File: src/rtl/pow2_tick_div_pkg.sv
package pow2_tick_div_pkg;

    // Control handed from the configuration stage to the counter stage.
    typedef struct packed {
        logic apply;    // enable goes 0->1 on this edge
        logic run_q;    // enable as currently registered
        logic run_nxt;  // enable after this edge
    } pdiv_ctl_t;

    // Clamp a requested exponent to the instance limit.
    function automatic int unsigned clamp_code(int unsigned raw, int unsigned lim);
        return (raw > lim) ? lim : raw;
    endfunction

    function automatic logic code_over(int unsigned raw, int unsigned lim);
        return raw > lim;
    endfunction

endpackage

File: src/rtl/pow2_tick_div_cfg.sv
module pow2_tick_div_cfg
    import pow2_tick_div_pkg::*;
#(
    parameter int CODE_MAX = 7,
    parameter int CODE_W   = 4,
    parameter int AW       = 3
) (
    input  logic              clk,
    input  logic              rst,
    input  logic              cfg_wr,
    input  logic              cfg_code_we,
    input  logic [CODE_W-1:0] cfg_code,
    input  logic              cfg_en,
    output pdiv_ctl_t         ctl,
    output logic [AW-1:0]     staged,
    output logic [AW-1:0]     active,
    output logic              err
);

    logic code_wr, en_wr, en_q, en_nxt, apply;

    always_comb begin
        code_wr = cfg_wr & cfg_code_we;
        en_wr   = cfg_wr & ~cfg_code_we;
        apply   = en_wr & cfg_en & ~en_q;
        if (code_wr)
            en_nxt = 1'b0;
        else if (en_wr)
            en_nxt = cfg_en;
        else
            en_nxt = en_q;
        ctl.apply   = apply;
        ctl.run_q   = en_q;
        ctl.run_nxt = en_nxt;
    end

    always_ff @(posedge clk) begin
        if (rst) begin
            en_q   <= 1'b0;
            staged <= '0;
            active <= '0;
            err    <= 1'b0;
        end else begin
            en_q <= en_nxt;
            if (code_wr) begin
                staged <= AW'(clamp_code(32'(cfg_code), CODE_MAX));
                if (code_over(32'(cfg_code), CODE_MAX))
                    err <= 1'b1;
            end
            if (apply)
                active <= staged;
        end
    end

    assert_stage_hold_R2: assert property (@(posedge clk) disable iff (rst)
        !code_wr |=> $stable(staged));
    assert_code_clears_en_R3: assert property (@(posedge clk) disable iff (rst)
        code_wr |=> !en_q);
    assert_active_only_on_rise_R4: assert property (@(posedge clk) disable iff (rst)
        !(en_wr && cfg_en && !en_q) |=> $stable(active));
    assert_stage_in_range_R7: assert property (@(posedge clk) disable iff (rst)
        32'(staged) <= CODE_MAX);
    assert_err_sticky_R7: assert property (@(posedge clk) disable iff (rst)
        err |=> err);

endmodule

File: src/rtl/pow2_tick_div_cnt.sv
module pow2_tick_div_cnt
    import pow2_tick_div_pkg::*;
#(
    parameter int CODE_MAX = 7,
    parameter int AW       = 3
) (
    input  logic          clk,
    input  logic          rst,
    input  pdiv_ctl_t     ctl,
    input  logic [AW-1:0] code,
    output logic          tick
);

    localparam int CNT_W = (CODE_MAX < 1) ? 1 : CODE_MAX;

    logic [CNT_W-1:0] mask;
    logic [CNT_W-1:0] cnt;
    logic             wrap;

    // Low k bits of the mask set for exponent k.
    for (genvar i = 0; i < CNT_W; i++) begin : g_mask
        assign mask[i] = (32'(code) > i);
    end

    assign wrap = (cnt == mask);

    always_ff @(posedge clk) begin
        if (rst) begin
            cnt  <= '0;
            tick <= 1'b0;
        end else begin
            tick <= ctl.run_q & ctl.run_nxt & wrap;
            if (ctl.apply)
                cnt <= '0;
            else if (ctl.run_q & ctl.run_nxt)
                cnt <= (cnt + 1'b1) & mask;
        end
    end

    assert_tick_needs_run_R6: assert property (@(posedge clk) disable iff (rst)
        tick |-> ctl.run_q);
    assert_cnt_in_mask_R1: assert property (@(posedge clk) disable iff (rst)
        ctl.run_q |-> ((cnt & ~mask) == '0));
    assert_restart_quiet_R4: assert property (@(posedge clk) disable iff (rst)
        ctl.apply |=> !tick);

endmodule

File: src/rtl/pow2_tick_div.sv
module pow2_tick_div
    import pow2_tick_div_pkg::*;
#(
    parameter  int CODE_MAX = 7,
    parameter  int CODE_W   = 4,
    localparam int AW       = $clog2(CODE_MAX + 1)
) (
    input  logic              clk,
    input  logic              rst,
    input  logic              cfg_wr,
    input  logic              cfg_code_we,
    input  logic [CODE_W-1:0] cfg_code,
    input  logic              cfg_en,
    output logic              tick_o,
    output logic              enabled_o,
    output logic [AW-1:0]     code_staged_o,
    output logic [AW-1:0]     code_active_o,
    output logic              code_err_o
);

    pdiv_ctl_t ctl;

    pow2_tick_div_cfg #(
        .CODE_MAX(CODE_MAX),
        .CODE_W  (CODE_W),
        .AW      (AW)
    ) u_cfg (
        .clk        (clk),
        .rst        (rst),
        .cfg_wr     (cfg_wr),
        .cfg_code_we(cfg_code_we),
        .cfg_code   (cfg_code),
        .cfg_en     (cfg_en),
        .ctl        (ctl),
        .staged     (code_staged_o),
        .active     (code_active_o),
        .err        (code_err_o)
    );

    pow2_tick_div_cnt #(
        .CODE_MAX(CODE_MAX),
        .AW      (AW)
    ) u_cnt (
        .clk (clk),
        .rst (rst),
        .ctl (ctl),
        .code(code_active_o),
        .tick(tick_o)
    );

    assign enabled_o = ctl.run_q;

    assert_reset_quiet_R8: assert property (@(posedge clk)
        $past(rst) |-> (!tick_o && !enabled_o && !code_err_o));

endmodule

File: config.mk
export PLATFORM = sky130hd
export DESIGN_NAME = pow2_tick_div
export DESIGN_NICKNAME = d
export VERILOG_FILES = /design/src/rtl/pow2_tick_div_pkg.sv /design/src/rtl/pow2_tick_div_cfg.sv /design/src/rtl/pow2_tick_div_cnt.sv /design/src/rtl/pow2_tick_div.sv
export SDC_FILE = /design/constraint.sdc
export NUM_CORES = 1
export LEC_CHECK = 0
export ABC_AREA = 1
export BUFFER_PORTS_ARGS = -buffer_cell sky130_fd_sc_hd__buf_2
export CORE_ASPECT_RATIO = 0.75
export CORE_MARGIN = 4
export CORE_UTILIZATION = 40
export DETAILED_ROUTE_END_ITERATION = 8
export GPL_ROUTABILITY_DRIVEN = 0
export PLACE_DENSITY = 0.61
export SETUP_SLACK_MARGIN = 0.3
export SYNTH_ARGS = -nofsm -noshare
export SYNTH_HDL_FRONTEND = slang
export SYNTH_SLANG_ARGS = --single-unit
File: constraint.sdc
create_clock -name clk -period 1.6 [get_ports clk]
set_input_delay 0.16 -clock clk [delete_from_list [all_inputs] [get_ports clk]]
set_output_delay 0.16 -clock clk [all_outputs]
set_load 0.1 [all_outputs]
Word level (Yosys, flattened, before mapping)
Index checks and enable logic that the tools add are counted.
- bitwise operators: 9
- add/subtract/negate cells: 1
- eq/ne operators: 1
- multiplexer cells: 3
- reductions and logical operators: 2
- order comparisons: 8
- operator list (operator ; count):
    3-bit greater-than comparator, second input constant ; 3
    7-bit by 1-bit adder with 7-bit output, second input constant ; 1
    7-bit AND ; 1
    7-bit equality test ; 1
    1-bit AND ; 6
    3-bit by 1-bit greater-than comparator with 1-bit output, second input constant ; 2
    3-bit by 2-bit greater-than comparator with 1-bit output, second input constant ; 2
    4-bit by 3-bit greater-than comparator with 1-bit output, second input constant ; 1
    3-bit two-way mux ; 1
    1-bit two-way mux ; 2
    1-bit inverter ; 2
    2-bit AND reduction ; 1
    2-bit OR reduction ; 1
- register bits after elaboration: 16
- word-level logic and storage cells: 30
- bits of input ports: 9
- output and inout port bits: 9

Longest topological paths before layout
Gate-level depths: netlist of the first run.
- word-level depth: 6
- depth in mapped cells: 10
- mapped depth without buffers: 9

By module
From an unflattened synthesis of the first run, not the netlist that was laid out.
- cells, all modules: 141
- area, all modules: 923.4 um^2
- modules (own cells, without submodules) (module ; instances ; cells an instance ; area each (um^2) ; sequential area each (um^2)):
    pow2_tick_div_cnt ; 1 ; 91 ; 560.5 ; 160.2
    pow2_tick_div_cfg ; 1 ; 50 ; 362.8 ; 160.2

Worst setup path after synthesis of the first run
OpenSTA, ideal clock, no wires.
- path kind: reg2reg
- start point: reg u_cfg.active[2]
- end point: reg u_cnt.tick
- data required time: 1.489 ns
- setup slack: -0.420 ns
- buffers on the path: 1
- arrival: 1.909 ns
- period minus slack after synthesis: 2.020 ns
- library setup time: 0.111 ns
- cell stages (with the launch flop): 11
- cells stage by stage: dfxtp_1 clkbuf_2 nor2_1 nand2_1 ha_1 inv_1 nor2_1 nand3_1 nor2_1 nand3_1 nor2_1
- word-level cells in the longest chain between the ends: 3
- elaborated cells on any way between the ends: 9
- those cells by class: order compare (7); eq/ne (1); bitwise (1)
- ends and longest elaborated chain (element ; line ; source):
    from (decl) ; pow2_tick_div_cfg.sv:16 ; output logic [AW-1:0] active,
    from (signal assigned) ; pow2_tick_div_cfg.sv:51 ; active <= staged;
    3-bit by 1-bit greater-than comparator with 1-bit output, or another cell as far along ; pow2_tick_div_cnt.sv:22 ; assign mask[i] = (32'(code) > i);
    7-bit equality test * ; pow2_tick_div_cnt.sv:25 ; assign wrap = (cnt == mask);
    1-bit AND * ; pow2_tick_div_cnt.sv:32 ; tick <= ctl.run_q & ctl.run_nxt & wrap;
    to (signal assigned) ; pow2_tick_div_cnt.sv:32 ;
    to (decl) ; pow2_tick_div_cnt.sv:11 ; output logic tick
Mark *: on every way between the ends. The rest lies on a longest branch, timed or not.
A chain may end at the register's enable or synchronous reset.

Worst setup path in the final report of the first run
- start point: reg u_cfg.active[1]
- end point: reg u_cnt.tick
The elaborated chain is that of the path after synthesis.

==> results of run 1 <==
## state kept, by name (all words and copies together) (netlist names)
name,cells
u_cfg.active,3
u_cfg.en_q,1
u_cfg.err,1
u_cfg.staged,3
u_cnt.cnt,7
u_cnt.tick,1
## worst register-to-register path: stages, from the launching register on
cell and delay [ns]:
dfxtp_4 0.37, nor2_4 0.11, nand2_1 0.07, ha_1 0.27
inv_1 0.04, nor2_1 0.07, nand3_1 0.07, nor2_1 0.09
nand3_1 0.08, nor2_1 0.08
## path summary, 6_finish.rpt
path	from	end	slack [ns]	cells after the start
hold / removal	rst	u_cfg.staged[2]	0.12	2
setup / recovery	u_cfg.active[1]	u_cnt.tick	0.30	9
setup reg to reg	u_cfg.active[1]	u_cnt.tick	0.30	9
hold reg to reg	u_cfg.err	u_cfg.err	0.46	2
## cell usage in the layout (no fill, tap or decap)
master	count
a21oi_1	15
a21oi_4	1
and2_1	1
buf_2	14
buf_4	3
clkbuf_1	1
clkbuf_4	5
dfxtp_1	8
dfxtp_2	4
dfxtp_4	4
ha_1	2
inv_1	18
nand2_1	34
nand2_2	3
nand3_1	8
nand3_2	1
nand3_4	1
nand3b_1	1
nand4_1	1
nor2_1	14
nor2_4	1
nor3_1	1
o211ai_1	1
o21ai_0	12
## cell usage after synthesis, types with 2 or more instances
master,count
nand3_1,8
dfxtp_1,16
a21oi_1,15
inv_1,18
ha_1,2
nand2_1,35
nor2_1,15
o21ai_0,12
nand2_2,2
## repair_timing
item	CTS	global route
resized for setup	1	4
endpoints found under the setup margin	2	6
pin swaps	0	1
setup buffers	2	0
hold buffers	0	0
## power by group
| group | total [mW] | internal, mW | switching, mW | leakage, nW |
|---|---|---|---|---|
| Sequential | 0.417 | 0.407 | 0.0105 | 0.135 |
| Combinational | 0.182 | 0.0437 | 0.138 | 0.335 |
| Clock | 0.231 | 0.0971 | 0.134 | 0.0150 |
| Total | 0.830 | 0.547 | 0.282 | 0.485 |
## final cells by class
cell class,count,area [µm²],area share
Tap cell,24,30.0,0.0284
Clock buffer,4,26.3,0.0248
Sequential cell,16,340,0.322
Multi-Input combinational cell,97,487,0.460
Timing Repair Buffer,19,108,0.102
Inverter,18,67.6,0.0638
## stage by stage
| stage | setup slack (ns) | total power [mW] | cells | area, µm² |
|---|---|---|---|---|
| 2_1_floorplan | 0.144 | 0.564 | 133 | 908 |
| 3_3_place_gp | 0.345 | 0.600 | 172 | 1010 |
| 3_5_place_dp | 0.317 | 0.600 | 172 | 1010 |
| 4_1_cts | 0.307 | 0.833 | 178 | 1050 |
| 5_1_grt | 0.186 | 0.872 | 178 | 1060 |
| 6_report | 0.300 | 0.830 | 178 | 1060 |
## cell families after synthesis
group	after synthesis
adder cells (fa/ha/maj)	2
AND/OR/NAND/NOR	66
buffers and inverters	20
AO/OA/AOI/OAI	29
flip-flops	16
## metal layers
metal / vias up / share of wire / track usage
li1: 471 / - / -
met1: 373 / 0.52 / 0.236
met3: 2 / 0.069 / 0.0612
met4: 0 / 0.0082 / 0.0424
met2: 22 / 0.40 / 0.200
met5: - / 0 / 0
==> out/results.ini, run 1 <==
[status]
status = complete, no violations

[die]
fp.dieH_um = 48.5
ios = 18
rows = 14
dieArea_mm2 = 0.00300
die_x_um = 62.0
core_mm2 = 0.00203
initial_core_util = 0.430

[yosys]
syn_area_um2 = 873
synthFlopType = dfxtp_1
synth_xor_area_frac = 0
yosysWarnings = 0
synthAdderAreaFrac = 0.0287
syn_inst = 133
ys_ff_latch = 16
yosys.area_share.simple = 0.335
syn_nets = 144
ys_seq_area_frac = 0.367
synthMuxAreaShare = 0
ys_types = 19
synth_top_area_frac = 0.367
synth_edf_count = 0
synth_area_leaders = dfxtp_1 37%, nand2_1 15%, a21oi_1 8.6%
synth_area_leader_cell = dfxtp_1
avgSynthCellArea_um2 = 6.57
synth-compound-area-share = 0.182
async_reset_ff_frac = 0
synth_top_family_by_area = simple AND/OR/NAND/NOR gates

[grt]
grt_max_degree = 10
grt_use_total = 0.156
overflow = 0
grt_pass1_wl_um = 3560
grt_pass1_vias = 797
antenna_found_initial = 0

[timing]
post-route-period-util = 0.812
tns_ns = 0
rsz0062_at_grt = true
final.min_clock_period_ns = 1.30
whs_ns = 0.122
hold_viol = 0
slew_viol_final = 0
worst_pin_slew_ns = 0.487
setup_viol = 0
skew_ns = 0.00261
relSlewSlack = 0.677
max_freq_ghz = 0.769

[drt]
drtIter0Drc = 30
vias = 868
viasPerCell = 4.88
drt-total-wl_um = 2070
dr.pass1.iters = 5
drcViolationCount = 0
ant_nets = 0
wl_per_cell_um = 11.6

[job]
cap_violations = 0

[worst_setup_path]
cp.required_ns = 1.84
crit_buf_inv = 1
crit_path_max_incr_delay_ns = 0.37
critical-path-top-delay-family = simple AND/OR/NAND/NOR gates
critPathMaxFanout = 3
cp-start-kind = register
crit_type = reg -> reg
endpoint_kind = register
critPathSlowestCell = dfxtp_4
cpMostUsedCell = nor2_1
cp.arrival_ns = 1.54
worstPathCellList = nor2_4, nand2_1, ha_1, inv_1, nor2_1, nand3_1, nor2_1, nand3_1, nor2_1

[placed_design]
hpwl_um = 1580
portBuffers = 17

[worst_hold_path]
worstHoldPathType = in -> reg

[final_layout]
fillCellCount = 211
area_growth_syn_to_layout_pct = 21.2
finalNetCount = 166
n_antenna_cell = 0
drive_gt1_frac = 0.240
final_util = 0.521

[clocking]
cts_max_level = 1
clkSlewWorstSetupHoldPaths_ns = 0.10
cts_tree = done
cts.sink_count = 16
clock_tree.root_cell = clkbuf_4
clk-insertion-delay-late_ns = 0.29
cts_buffer_depth = 2
numCtsBuffers = 3

[power]
ir_drop_v = 0.000655
total_leakage_power_nw = 0.485
powerDensity_mw_per_mm2 = 784

Power figures use the tool's default switching activity.
==> inputs of run 2 (changes only) <==
- clock period: 1.6 -> 1.3 ns (I/O delays scaled with it)
==> out/results.ini, run 2 (synthesized netlist as in run 1, its figures left out) <==
[worst_setup_path]
critPathMaxFanout = 4  ; was 3
endpoint_kind = register  ; unchanged
cp.arrival_ns = 1.58  ; was 1.54 ns
cp.required_ns = 1.55  ; was 1.84 ns
rr_worst_depth = 9  ; unchanged
reg2reg_to = u_cnt.tick  ; unchanged
crit_type = reg -> reg  ; unchanged
reg2reg_from = u_cfg.active[2]  ; was u_cfg.active[1]
reg2reg_slack_ns = -0.03  ; was 0.30 ns
cp-start-kind = register  ; unchanged

[timing]
slew_viol_final = 0  ; unchanged
worst_pin_slew_ns = 0.276  ; was 0.487 ns
relSlewSlack = 0.816  ; was 0.677
max_freq_ghz = 0.753  ; was 0.769 GHz
rsz0062_at_grt = true  ; unchanged
post-route-period-util = 1.02  ; was 0.812
setup_viol = 1  ; was 0
final.min_clock_period_ns = 1.33  ; was 1.30 ns
whs_ns = 0.0979  ; was 0.122 ns
hold_viol = 0  ; unchanged
fin_ws_ns = -0.0279  ; was 0.300 ns
skew_ns = 0.0112  ; was 0.00261 ns
tns_ns = -0.0279  ; was 0 ns

[grt]
grt_pass1_wl_um = 4050  ; was 3560 µm
antenna_found_initial = 0  ; unchanged
overflow = 0  ; unchanged
grt_use_total = 0.181  ; was 0.156
grt_pass1_vias = 841  ; was 797
grt_max_degree = 10  ; unchanged

[placed_design]
dpl-instance-area_mm2 = 0.00107  ; was 0.00101 mm²
portBuffers = 17  ; unchanged
hpwl_um = 1680  ; was 1580 µm
placedCellCount = 177  ; was 172
preCtsSetupSlack_ns = 0.0361  ; was 0.317 ns

[final_layout]
layout_common_cells = 28 x nand2_1, 13 x inv_1, 13 x nor2_1  ; was 34 x nand2_1, 18 x inv_1, 15 x a21oi_1
reg.largest.list = u_cnt.cnt (7), u_cfg.active (3), u_cfg.staged (3)  ; unchanged
final_util = 0.697  ; was 0.521
fillCellCount = 156  ; was 211
n_antenna_cell = 0  ; unchanged
finalNetCount = 176  ; was 166
final_common_cell = nand2_1  ; unchanged
fin_cells = 188  ; was 178
area_growth_syn_to_layout_pct = 62.2  ; was 21.2%
max_flop_register = u_cnt.cnt  ; unchanged
drive_gt1_frac = 0.476  ; was 0.240
fin_area_mm2 = 0.00142  ; was 0.00106 mm²
largest_reg_flops = 7  ; unchanged

[die]
dieArea_mm2 = 0.00300  ; unchanged
initial_core_util = 0.430  ; unchanged
core_mm2 = 0.00203  ; unchanged
ios = 18  ; unchanged
rows = 14  ; unchanged
fp.dieH_um = 48.5  ; unchanged
die_x_um = 62.0  ; unchanged

[worst_hold_path]
min_path_cells = 2  ; unchanged
min_from = rst  ; unchanged
hold_end = u_cfg.staged[2]  ; unchanged
worstHoldPathType = in -> reg  ; unchanged

[drt]
dr.pass1.iters = 4  ; was 5
drtIter0Drc = 46  ; was 30
vias = 957  ; was 868
drt-total-wl_um = 2560  ; was 2070 µm
viasPerCell = 5.09  ; was 4.88
wl_per_cell_um = 13.6  ; was 11.6 µm
drcViolationCount = 0  ; unchanged
ant_nets = 0  ; unchanged

[power]
powerDensity_mw_per_mm2 = 794  ; was 784 mW/mm²
total_leakage_power_nw = 0.617  ; was 0.485 nW
fin_total_pwr_mw = 1.12  ; was 0.830 mW
ir_drop_v = 0.000597  ; was 0.000655 V

[status]
status = finished, violations left  ; was complete, no violations
violations = negative setup slack

[clocking]
ctsHoldBuffers = 0  ; unchanged
cts_max_level = 1  ; unchanged
cts_buffer_depth = 2  ; unchanged
clk-insertion-delay-late_ns = 0.30  ; was 0.29 ns
cts.sink_count = 16  ; unchanged
numCtsBuffers = 3  ; unchanged
clock_tree.root_cell = clkbuf_4  ; unchanged
cts_tree = done  ; unchanged
clkSlewWorstSetupHoldPaths_ns = 0.10  ; about the same

[job]
cap_violations = 0  ; unchanged

run 2: cell count changes in the layout (fill, tap and decap cells not counted), moves of 5 or more:
cell / change
inv_1: -5
a21oi_1: -7
nand2_1: -6
o21ai_0: -6
buf_2: -6
buf_6: +5
buf_12: +9
a21oi_2: +7
run 2: routing by layer:
layer / wire, µm / vias to the layer above / share of wire / track usage
met5: 0 / - / 0 / 0
met4: 9 / 0 / 0.0035 / 0.0283
met3: 160 / 2 / 0.062 / 0.0665
met2: 1150 / 26 / 0.45 / 0.229
met1: 1240 / 433 / 0.48 / 0.289
li1: - / 496 / - / -
run 2: cell type report:
class | count | area [µm²] | share of cell area
clock buffers | 4 | 26.3 | 0.0186
multi-input cells | 97 | 606 | 0.428
inverters | 18 | 70.1 | 0.0495
well taps | 24 | 30.0 | 0.0212
flip-flops and latches | 16 | 355 | 0.251
repair buffers | 29 | 329 | 0.232
run 2: worst max-delay path by stage:
stage / from / endpoint / slack, ns
3_5_place_dp: u_cfg.active[1] / u_cnt.tick / 0.04
5_1_grt: u_cfg.active[0] / u_cnt.tick / -0.12
6_report: u_cfg.active[2] / u_cnt.tick / -0.03
2_1_floorplan: u_cfg.active[2] / u_cnt.tick / -0.16
3_3_place_gp: u_cfg.active[2] / u_cnt.tick / 0.06
4_1_cts: u_cfg.active[1] / u_cnt.tick / -0.02
run 2: report_power, final:
group	switching, mW	internal [mW]
logic	0.196	0.121
registers	0.0211	0.496
clock network	0.171	0.120
run 2: repair_timing:
action / in CTS / in global routing
hold endpoints to repair: 0 / 0
endpoints found under the setup margin: 20 / 20
buffers inserted: 4 / 3
resized for setup: 42 / 40
pin swaps: 3 / 8
run 2: critical path, stage by stage (launching register included):
cell	delay (ns)
dfxtp_4	0.38
nor2_4	0.11
nand2_2	0.08
ha_4	0.26
inv_2	0.02
nor2_1	0.08
nand3_1	0.08
nor2_1	0.10
nand3_1	0.08
nor2_1	0.08
==> inputs of run 3 (changes only) <==
==> constraint.sdc (replaced) <==
create_clock -name clk -period 1.3 [get_ports clk]
set_input_delay 0.26 -clock clk [delete_from_list [all_inputs] [get_ports clk]]
set_output_delay 0.26 -clock clk [all_outputs]
set_load 0.1 [all_outputs]
==> out/results.ini, run 3 (synthesized netlist as in run 1, its figures left out) <==
[clocking]
cts.sink_count = 16  ; unchanged
cts_buffer_depth = 2  ; unchanged
clkSlewWorstSetupHoldPaths_ns = 0.10  ; about the same
cts_tree = done  ; unchanged
clk-insertion-delay-late_ns = 0.29  ; was 0.30 ns
numCtsBuffers = 3  ; unchanged
clock_tree.root_cell = clkbuf_4  ; unchanged
cts_max_level = 1  ; unchanged

[worst_setup_path]
critPathSlowestCell = dfxtp_4  ; unchanged
endpoint_kind = register  ; unchanged
crit_type = reg -> reg  ; unchanged
cpMostUsedCell = nor2_1  ; unchanged
rr_worst_depth = 9  ; unchanged
critPathMaxFanout = 2  ; was 4
cp.required_ns = 1.54  ; was 1.55 ns
reg2reg_slack_ns = -0.03  ; about the same
cp.arrival_ns = 1.57  ; was 1.58 ns
reg2reg_from = u_cfg.active[1]  ; was u_cfg.active[2]
crit_buf_inv = 1  ; unchanged
worstPathCellList = nor2_4, nand2_1, ha_1, inv_1, nor2_1, nand3_1, nor2_1, nand3_1, nor2_1  ; was nor2_4, nand2_2, ha_4, inv_2, nor2_1, nand3_1, nor2_1, nand3_1, nor2_1
reg2reg_to = u_cnt.tick  ; unchanged
crit_path_max_incr_delay_ns = 0.36  ; was 0.38 ns
cp-start-kind = register  ; unchanged
critical-path-top-delay-family = simple AND/OR/NAND/NOR gates  ; unchanged

[power]
ir_drop_v = 0.000809  ; was 0.000597 V
total_leakage_power_nw = 0.639  ; was 0.617 nW
fin_total_pwr_mw = 1.12  ; about the same
powerDensity_mw_per_mm2 = 788  ; was 794 mW/mm²

[placed_design]
portBuffers = 17  ; unchanged
hpwl_um = 1680  ; about the same
preCtsSetupSlack_ns = 0.0130  ; was 0.0361 ns

[timing]
rsz0062_at_grt = true  ; unchanged
worst_pin_slew_ns = 0.281  ; was 0.276 ns
setup_viol = 1  ; unchanged
skew_ns = 0.00621  ; was 0.0112 ns
fin_ws_ns = -0.0305  ; was -0.0279 ns
final.min_clock_period_ns = 1.33  ; about the same
tns_ns = -0.0305  ; was -0.0279 ns
slew_viol_final = 0  ; unchanged
relSlewSlack = 0.812  ; was 0.816
post-route-period-util = 1.02  ; about the same
max_freq_ghz = 0.752  ; was 0.753 GHz
whs_ns = 0.235  ; was 0.0979 ns
hold_viol = 0  ; unchanged

[die]
die_x_um = 62.0  ; unchanged
core_mm2 = 0.00203  ; unchanged
ios = 18  ; unchanged
initial_core_util = 0.430  ; unchanged
fp.dieH_um = 48.5  ; unchanged
dieArea_mm2 = 0.00300  ; unchanged
rows = 14  ; unchanged

[worst_hold_path]
worstHoldPathType = in -> reg  ; unchanged
min_from = rst  ; unchanged
hold_end = u_cfg.err  ; was u_cfg.staged[2]
min_path_cells = 2  ; unchanged

[drt]
viasPerCell = 5.15  ; was 5.09
vias = 993  ; was 957
wl_per_cell_um = 13.2  ; was 13.6 µm
dr.pass1.iters = 4  ; unchanged
drtIter0Drc = 48  ; was 46
drt-total-wl_um = 2550  ; was 2560 µm
drcViolationCount = 0  ; unchanged
ant_nets = 0  ; unchanged

[status]
status = finished, violations left  ; unchanged
violations = negative setup slack  ; unchanged

[final_layout]
drive_gt1_frac = 0.426  ; was 0.476
regArea_um2 = 348  ; was 355 µm²
multi_input_area_um2 = 577  ; was 606 µm²
finalNetCount = 181  ; was 176
n_antenna_cell = 0  ; unchanged
largest_reg_flops = 7  ; unchanged
final_util = 0.701  ; was 0.697
area_growth_syn_to_layout_pct = 63.0  ; was 62.2%
final_common_cell = nand2_1  ; unchanged
max_flop_register = u_cnt.cnt  ; unchanged
layout_common_cells = 31 x nand2_1, 16 x inv_1, 12 x nor2_1  ; was 28 x nand2_1, 13 x inv_1, 13 x nor2_1
reg.largest.list = u_cnt.cnt (7), u_cfg.active (3), u_cfg.staged (3)  ; unchanged
fillCellCount = 160  ; was 156

[grt]
grt_pass1_wl_um = 3880  ; was 4050 µm
overflow = 0  ; unchanged
grt_max_degree = 10  ; unchanged
grt_use_total = 0.174  ; was 0.181
antenna_found_initial = 0  ; unchanged
grt_pass1_vias = 806  ; was 841

[job]
cap_violations = 0  ; unchanged

## run 3: final cells by class
| type | instances | area share |
|---|---|---|
| Timing Repair Buffer | 34 | 0.260 |
| Clock buffer | 4 | 0.0185 |
| Inverter | 18 | 0.0510 |
| Sequential cell | 16 | 0.244 |
| Tap cell | 24 | 0.0211 |
| Multi-Input combinational cell | 97 | 0.405 |
## run 3: worst max-delay path by stage
stage               startpoint    endpoint  slack (ns)  depth (start not counted)
3_3_place_gp   u_cfg.active[1]  u_cnt.tick        0.08                          9
4_1_cts        u_cfg.active[1]  u_cnt.tick      -0.006                          9
3_5_place_dp   u_cfg.active[1]  u_cnt.tick        0.01                          9
2_1_floorplan  u_cfg.active[2]  u_cnt.tick       -0.16                         10
5_1_grt        u_cfg.active[1]  u_cnt.tick       -0.15                          9
6_report       u_cfg.active[1]  u_cnt.tick       -0.03                          9
## run 3: where the power goes
part	total (mW)	leakage, nW	switching, mW	internal [mW]
registers	0.515	0.137	0.0163	0.499
logic	0.321	0.487	0.196	0.124
clock network	0.287	0.0150	0.167	0.119
total	1.12	0.639	0.380	0.743
## run 3: repair_timing
action                                 in CTS  in global routing
setup buffers                               7                  6
resized for setup                          20                 23
hold buffers                                0                  0
pin swaps                                   4                  5
endpoints found under the hold margin       0                  0
setup endpoints to repair                  20                 20
## run 3: layer usage
metal  track usage  up-vias  routed length (µm)
met5             0        -                   0
met4        0.0318        0                  34
met3        0.0638        4                 154
met2         0.243       24                1200
met1         0.256      463                1150
li1              -      502                   -
## run 3: through the flow
step	instances	instance area (µm²)
6_report	193	1420
5_1_grt	193	1420
4_1_cts	187	1330
3_5_place_dp	176	1170
3_3_place_gp	176	1170
2_1_floorplan	133	910
